**src/rtl/i2cm_stat_pkg.sv**
```systemverilog
package i2cm_stat_pkg;
  localparam int STAT_W    = 16;
  localparam int RSVD_LO   = 11;
  localparam int B_BUSBUSY = 10;
  localparam int B_RXOVF   = 9;
  localparam int B_DONE    = 8;
  localparam int B_DNACK   = 7;
  localparam int B_MBUSY   = 6;
  localparam int B_ARB     = 5;
  localparam int B_ANACK   = 4;
  localparam int B_RXREQ   = 3;
  localparam int B_TXREQ   = 2;
  localparam int LVL_CODE_W = 2;

  localparam int IE_W    = 5;
  localparam int IE_DONE = 0;
  localparam int IE_NACK = 1;
  localparam int IE_ARB  = 2;
  localparam int IE_RX   = 3;
  localparam int IE_TX   = 4;

  // one-cycle event bits and where they land in the word
  localparam int NPULSE = 5;
  localparam int PULSE_POS [NPULSE] = '{B_RXOVF, B_DNACK, B_ARB, B_ANACK, B_RXREQ};

  typedef enum logic [LVL_CODE_W-1:0] {
    LVL_EMPTY = 2'b00,
    LVL_PART  = 2'b01,
    LVL_FULL  = 2'b11
  } lvl_code_e;
endpackage

```
**src/rtl/i2cm_evt_bits.sv**
```systemverilog
module i2cm_evt_bits
  import i2cm_stat_pkg::*;
(
  input  logic              clk,
  input  logic              rst,
  input  logic              start_det,
  input  logic              stop_det,
  input  logic              nack_addr,
  input  logic              nack_data,
  input  logic              arb_lost,
  input  logic              xfer_done,
  input  logic              rx_push,
  input  logic              rx_full,
  input  logic              eng_active,
  input  logic              done_clr,
  output logic [STAT_W-1:0] evt_bits
);
  logic [NPULSE-1:0] pulse_in;
  logic [NPULSE-1:0] pulse_q;
  logic              busbusy_q;
  logic              done_q;
  logic              mbusy_q;

  // order matches PULSE_POS
  assign pulse_in = {rx_push, nack_addr, arb_lost, nack_data, rx_push & rx_full};

  genvar g;
  generate
    for (g = 0; g < NPULSE; g++) begin : g_pulse
      always_ff @(posedge clk) begin
        if (rst) pulse_q[g] <= 1'b0;
        else     pulse_q[g] <= pulse_in[g];
      end
    end
  endgenerate

  always_ff @(posedge clk) begin
    if (rst) begin
      busbusy_q <= 1'b0;
      done_q    <= 1'b0;
      mbusy_q   <= 1'b0;
    end else begin
      if (start_det)     busbusy_q <= 1'b1;
      else if (stop_det) busbusy_q <= 1'b0;

      if (xfer_done)     done_q <= 1'b1;
      else if (done_clr) done_q <= 1'b0;

      mbusy_q <= eng_active & ~arb_lost;
    end
  end

  always_comb begin
    evt_bits = '0;
    for (int i = 0; i < NPULSE; i++) evt_bits[PULSE_POS[i]] = pulse_q[i];
    evt_bits[B_BUSBUSY] = busbusy_q;
    evt_bits[B_DONE]    = done_q;
    evt_bits[B_MBUSY]   = mbusy_q;
  end
endmodule

```
**src/rtl/i2cm_tx_track.sv**
```systemverilog
module i2cm_tx_track
  import i2cm_stat_pkg::*;
#(
  parameter int TX_DEPTH = 2,
  parameter int LVL_W    = $clog2(TX_DEPTH + 1)
) (
  input  logic                  clk,
  input  logic                  rst,
  input  logic                  start_det,
  input  logic                  stop_det,
  input  logic                  addr_wr_sent,
  input  logic [LVL_W-1:0]      tx_level,
  output logic                  tx_req,
  output logic [LVL_CODE_W-1:0] lvl_code
);
  localparam logic [LVL_W-1:0] LVL_ONE  = LVL_W'(1);
  localparam logic [LVL_W-1:0] LVL_TOP  = LVL_W'(TX_DEPTH);

  logic      armed_q;
  lvl_code_e code_d;

  always_comb begin
    if (tx_level == '0)           code_d = LVL_EMPTY;
    else if (tx_level >= LVL_TOP) code_d = LVL_FULL;
    else                          code_d = LVL_PART;
  end

  always_ff @(posedge clk) begin
    if (rst) begin
      armed_q  <= 1'b0;
      tx_req   <= 1'b0;
      lvl_code <= LVL_EMPTY;
    end else begin
      if (addr_wr_sent)              armed_q <= 1'b1;
      else if (start_det | stop_det) armed_q <= 1'b0;
      tx_req   <= armed_q & (tx_level <= LVL_ONE);
      lvl_code <= code_d;
    end
  end
endmodule

```
**src/rtl/i2cm_irq_read.sv**
```systemverilog
module i2cm_irq_read
  import i2cm_stat_pkg::*;
(
  input  logic              clk,
  input  logic              rst,
  input  logic [STAT_W-1:0] stat,
  input  logic [IE_W-1:0]   irq_en,
  input  logic              rd_en,
  output logic [STAT_W-1:0] rd_data,
  output logic              irq
);
  logic [IE_W-1:0] src;

  always_comb begin
    src          = '0;
    src[IE_DONE] = stat[B_DONE];
    src[IE_NACK] = stat[B_DNACK] | stat[B_ANACK];
    src[IE_ARB]  = stat[B_ARB];
    src[IE_RX]   = stat[B_RXREQ];
    src[IE_TX]   = stat[B_TXREQ];
  end

  always_ff @(posedge clk) begin
    if (rst) begin
      rd_data <= '0;
      irq     <= 1'b0;
    end else begin
      if (rd_en) rd_data <= stat;
      irq <= |(src & irq_en);
    end
  end
endmodule

```
**src/rtl/i2cm_status_unit.sv**
```systemverilog
module i2cm_status_unit
  import i2cm_stat_pkg::*;
#(
  parameter int TX_DEPTH = 2,
  parameter int LVL_W    = $clog2(TX_DEPTH + 1)
) (
  input  logic              clk,
  input  logic              rst,
  input  logic              start_det,
  input  logic              stop_det,
  input  logic              nack_addr,
  input  logic              nack_data,
  input  logic              arb_lost,
  input  logic              xfer_done,
  input  logic              rx_push,
  input  logic              rx_full,
  input  logic              eng_active,
  input  logic              addr_wr_sent,
  input  logic [LVL_W-1:0]  tx_level,
  input  logic              done_clr,
  input  logic [IE_W-1:0]   irq_en,
  input  logic              rd_en,
  output logic [STAT_W-1:0] rd_data,
  output logic              irq
);
  logic [STAT_W-1:0]     evt_bits;
  logic [STAT_W-1:0]     stat_w;
  logic                  tx_req;
  logic [LVL_CODE_W-1:0] lvl_code;

  i2cm_evt_bits u_evt (
    .clk        (clk),
    .rst        (rst),
    .start_det  (start_det),
    .stop_det   (stop_det),
    .nack_addr  (nack_addr),
    .nack_data  (nack_data),
    .arb_lost   (arb_lost),
    .xfer_done  (xfer_done),
    .rx_push    (rx_push),
    .rx_full    (rx_full),
    .eng_active (eng_active),
    .done_clr   (done_clr),
    .evt_bits   (evt_bits)
  );

  i2cm_tx_track #(.TX_DEPTH(TX_DEPTH), .LVL_W(LVL_W)) u_tx (
    .clk          (clk),
    .rst          (rst),
    .start_det    (start_det),
    .stop_det     (stop_det),
    .addr_wr_sent (addr_wr_sent),
    .tx_level     (tx_level),
    .tx_req       (tx_req),
    .lvl_code     (lvl_code)
  );

  always_comb begin
    stat_w = evt_bits;
    stat_w[B_TXREQ] = tx_req;
    stat_w[LVL_CODE_W-1:0] = lvl_code;
  end

  i2cm_irq_read u_out (
    .clk     (clk),
    .rst     (rst),
    .stat    (stat_w),
    .irq_en  (irq_en),
    .rd_en   (rd_en),
    .rd_data (rd_data),
    .irq     (irq)
  );
endmodule

```
**config.mk**
```make
export PLATFORM = sky130hd
export DESIGN_NAME = i2cm_status_unit
export DESIGN_NICKNAME = d
export VERILOG_FILES = /design/src/rtl/i2cm_stat_pkg.sv /design/src/rtl/i2cm_evt_bits.sv /design/src/rtl/i2cm_tx_track.sv /design/src/rtl/i2cm_irq_read.sv /design/src/rtl/i2cm_status_unit.sv
export SDC_FILE = /design/constraint.sdc
export NUM_CORES = 1
export LEC_CHECK = 0
export ABC_AREA = 1
export CELL_PAD_IN_SITES_DETAIL_PLACEMENT = 0
export CELL_PAD_IN_SITES_GLOBAL_PLACEMENT = 1
export CORE_ASPECT_RATIO = 1.2
export CORE_MARGIN = 4
export CORE_UTILIZATION = 29
export CTS_CLUSTER_DIAMETER = 30
export CTS_CLUSTER_SIZE = 14
export DETAILED_ROUTE_END_ITERATION = 8
export GPL_TIMING_DRIVEN = 0
export PLACE_DENSITY_LB_ADDON = 0.3
export SLEW_MARGIN = 20
export SYNTH_ARGS = -nofsm -noshare
export SYNTH_HDL_FRONTEND = slang
export SYNTH_SLANG_ARGS = --single-unit
```
**constraint.sdc**
```tcl
create_clock -name clk -period 0.9 [get_ports clk]
set_clock_uncertainty 0.2 [all_clocks]
set_input_delay 0.18 -clock clk [delete_from_list [all_inputs] [get_ports clk]]
set_output_delay 0.18 -clock clk [all_outputs]
set_load 0.05 [all_outputs]
```
==> metrics.sh <==
OUTCOME='finished, violations left'
FAILING_CHECKS='negative hold slack, negative setup slack'
FINALSETUPTNS_NS=-3.43
HTREEDEPTH=1
HOLD_WS_NS=-0.0953
SYNTHESIS.INSTANCES=102
WORSTHOLDSTART='tx_level[1]'
WORST-ENDPOINT-ARRIVAL_NS=0.81
SYNTH_EDF_COUNT=0
BUFFER_PORTS.INSERTED=32
HOLD_VIOL_FINAL=3
GLOBAL_ROUTE.USAGE.MET1_PCT=8.66
WORST_EP_REQUIRED_TIME_NS=0.52
FF_LATCH_AREA_UM2=526
VIAS=728
ANTENNA_FOUND_INITIAL=0
CLK_PATH_BUF_DEPTH=2
CRITICAL_PATH_PEAK_FANOUT=2
ANTENNA_CELL_COUNT=0
MIN_PERIOD_OVER_PERIOD_PCT=132
CRIT_PATH_END_KIND='output pin'
DRT_PASS1_ITERATIONS=2
COUNT_OF_ROUTING_VIOLATIONS_AFTER_THE_OPENING_DETAILED_ROUTE_ITERATION=8
SYNTH_SEQ_AREA_SHARE_PCT=54.5
CRITPATHSLOWESTCELL='sky130_fd_sc_hd__dfxtp_4'
DIEHEIGHT_UM=68.4
RRSETUPSLACK_NS=-0.03
YS_FF_LATCH=24
GRT_USE_MET2_PCT=16.1
WORSTHOLDPATHTYPE='input pin to flip-flop'
HOLD-PATH-ENDPOINT='u_tx.tx_req$_SDFF_PP0_'
IOPINCOUNT=38
PLACEMENT_ROWS=21
LAYOUT-AREA-OVERHEAD-VS-SYNTH_PCT=62.9
CELLS_ON_WORST_REG2REG_PATH=4
CRITICAL_PATH.CELL_CHAIN='buf_8'
WORSTSETUPPATHTYPE='flip-flop to output pin'
SYNTH_COMMON_CELLS='sky130_fd_sc_hd__nand2_1, sky130_fd_sc_hd__dfxtp_1, sky130_fd_sc_hd__nor2_1'
CP_TOP_FAMILY='flip-flops'
DRV.MAX_CAP_VIOLATION_COUNT=0
YS_DOMINANT_REG_CELL='sky130_fd_sc_hd__dfxtp_1'
MAX_STAGE_DELAY_NS=0.37
SLEW_VIOL_FINAL=0
FP.DIEAREA_UM2=3990
MOST_COMMON_CELL_IN_THE_SYNTHESIZED_NETLIST='sky130_fd_sc_hd__nand2_1'
CTS_NUM_SINKS=24
PEAKVDDDROP_uV=837
SYNTH_TOP_AREA_SHARE_PCT=54.5
ACHIEVABLE-FREQUENCY_MHz=839
DRT-VIAS-PER-INSTANCE=4.04
CORE_AR_UM2=2860
TIMING.CRITICAL_PATH.BUF_INV=1
CP-START-KIND='flip-flop'
POWER.LEAKAGE_nW=0.624
ANTENNA_VIOLATING_NETS_POST_ROUTE=0
FINALSETUPVIOLATIONS=13
POST-ROUTE-WORST-SETUP-SLACK_NS=-0.291
GR-USAGE-ALL-LAYERS_PCT=8.51
PLACE.GP.CONGESTION=0.665
POST_SYNTHESIS_CELL_AREA_UM2=881
SYNTH.YOSYS.WARNINGS=0
DIE_W_UM=58.3
REGTOREGSTARTPOINT='u_evt.done_q$_SDFFE_PP0P_'
SYNTH.LARGEST_AREA_CELL='sky130_fd_sc_hd__dfxtp_1'
INITIAL_UTILIZATION_PCT=30.8
DRT_DRC_VIOLATIONS_LEFT=0
GR-USAGE-MET3_PCT=0.755
TOTALWIRELENGTH_UM=1670
DRIVE_GT1_SHARE_PCT=41.1
GRT_FIRST_PASS_WIRELENGTH_UM=2540
TOP_POST_SYNTHESIS_CELLS_BY_AREA='sky130_fd_sc_hd__dfxtp_1, sky130_fd_sc_hd__nand2_1, sky130_fd_sc_hd__a21oi_2'
AVGSYNTHCELLAREA_UM2=8.64
NUM-NETS-FINAL=168
STDCELL_COUNT=180
POSTCTSHOLDBUFS=0
BUSIEST_LAYER='met2'
LARGEST_NET_DEGREE_AT_THE_START_OF_GLOBAL_ROUTING=14
NFILLCELLS=285
GRT_PASS1_VIAS=619
SYNTH_CELL_TYPES=13
DETAILED_PLACER_S_ENDING_HPWL_UM=1380
NUMCTSBUFFERS=3
HOLD_PATH_DEPTH=2
ASYNC_FLOP_SHARE_PCT=0
CLK_LATENCY_NS=0.29
POWER_DENSITY_nW_PER_UM2=1390
CTS.REPORTEDPATHS.CLKPINSLEW_NS=0.12
GRT_OVERFLOW=0
POST-ROUTE-MIN-PERIOD_NS=1.19
PLACEDCELLCOUNT=172
WORSTREG2REGEND='u_out.irq$_SDFF_PP0_'
POST_DRT_WL_PER_CELL_UM=9.28
MULTI_INPUT_COMB_AREA_UM2=324
CTS_TREE='built'
CTSROOTBUFFERMASTER='sky130_fd_sc_hd__clkbuf_4'
SETUP_REPAIR_AFTER_GLOBAL_ROUTING_MISSED_ITS_MARGIN='true'
[how the worst max path moves through the flow]
stage,start,end,slack [ns],cells after the start
after floorplan,u_out.rd_data[0]$_SDFFE_PP0P_,u_out.rd_data[0]$_SDFFE_PP0P_,-0.04,2
after global placement,u_out.rd_data[4]$_SDFFE_PP0P_,rd_data[4],-0.60,1
after detailed placement,u_out.rd_data[6]$_SDFFE_PP0P_,rd_data[6],-0.61,1
after CTS,u_out.rd_data[6]$_SDFFE_PP0P_,rd_data[6],-0.31,1
after global routing,u_out.rd_data[7]$_SDFFE_PP0P_,rd_data[7],-0.34,1
final,u_out.rd_data[6]$_SDFFE_PP0P_,rd_data[6],-0.29,1
[metal layers]
metal,wire [um],share of wire (%)
met5,0,0
met4,32,1.9
met3,101,6.0
met2,885,53
met1,649,39
[logic make-up after synthesis]
kind of cell | after synthesis | share of synthesized area (%)
flip-flops | 24 | 54.5
other | 1 | 0.426
buffers and inverters | 17 | 11.9
AO/OA/AOI/OAI | 16 | 13.5
AND/OR/NAND/NOR | 44 | 19.6
[power by group]
group          leakage, nW  internal [W]  switching [W]  total, W
Clock               0.0154      0.000161       0.000280  0.000442
Combinational        0.401      0.000202       0.000221  0.000423
Sequential           0.207       0.00110      0.0000301   0.00113
Total                0.624       0.00146       0.000532   0.00199
[metrics by stage]
| stage | power, W | utilization (%) | setup WS [ns] | instance area, um2 |
|---|---|---|---|---|
| global placement | 0.00153 | 45.3 | -0.595 | 1300 |
| CTS | 0.00201 | 48.8 | -0.307 | 1400 |
| global route | 0.00211 | 50.1 | -0.337 | 1440 |
| detailed placement | 0.00153 | 45.3 | -0.611 | 1300 |
| finish | 0.00199 | 50.1 | -0.291 | 1440 |
| floorplan | 0.00138 | - | -0.0404 | 936 |
[registers in the layout (all words and copies together) (netlist names)]
name and count:
u_evt.busbusy_q 1, u_evt.done_q 1, u_evt.evt_bits 5, u_evt.mbusy_q 1, u_out.irq 1, u_out.rd_data 11, u_tx.armed_q 1, u_tx.lvl_code 2
u_tx.tx_req 1
[cells in the final DEF, fill, tap and decap left out, types with 3 or more instances in the layout]
cell                              count
sky130_fd_sc_hd__a21oi_2             10
sky130_fd_sc_hd__conb_1               5
sky130_fd_sc_hd__buf_4               11
sky130_fd_sc_hd__a21oi_1              4
sky130_fd_sc_hd__clkbuf_4             3
sky130_fd_sc_hd__buf_8               12
sky130_fd_sc_hd__clkdlybuf4s50_1     15
sky130_fd_sc_hd__inv_1                6
sky130_fd_sc_hd__nor2_1              10
sky130_fd_sc_hd__dfxtp_4             10
sky130_fd_sc_hd__dfxtp_2              6
sky130_fd_sc_hd__dlygate4sd2_1        3
sky130_fd_sc_hd__dfxtp_1              8
sky130_fd_sc_hd__nand2_1             29
[layout make-up]
cell class / count / share of cell area (%)
Sequential cell: 24 / 36.6
Timing Repair Buffer: 36 / 28.7
Multi-Input combinational cell: 65 / 22.6
Clock inverter: 1 / 0.262
Clock buffer: 3 / 1.57
Inverter: 8 / 2.09
Tap cell: 34 / 2.96
Buffer: 9 / 5.23
[repair_timing]
| item | CTS | global route |
|---|---|---|
| endpoints found under the hold margin | 0 | 4 |
| gates resized for setup | 101 | 9 |
| setup endpoints to repair | 34 | 16 |
| buffers inserted | 2 | 2 |
| pin swaps | 3 | 7 |
Note: power is estimated with default switching activity, not from simulation.
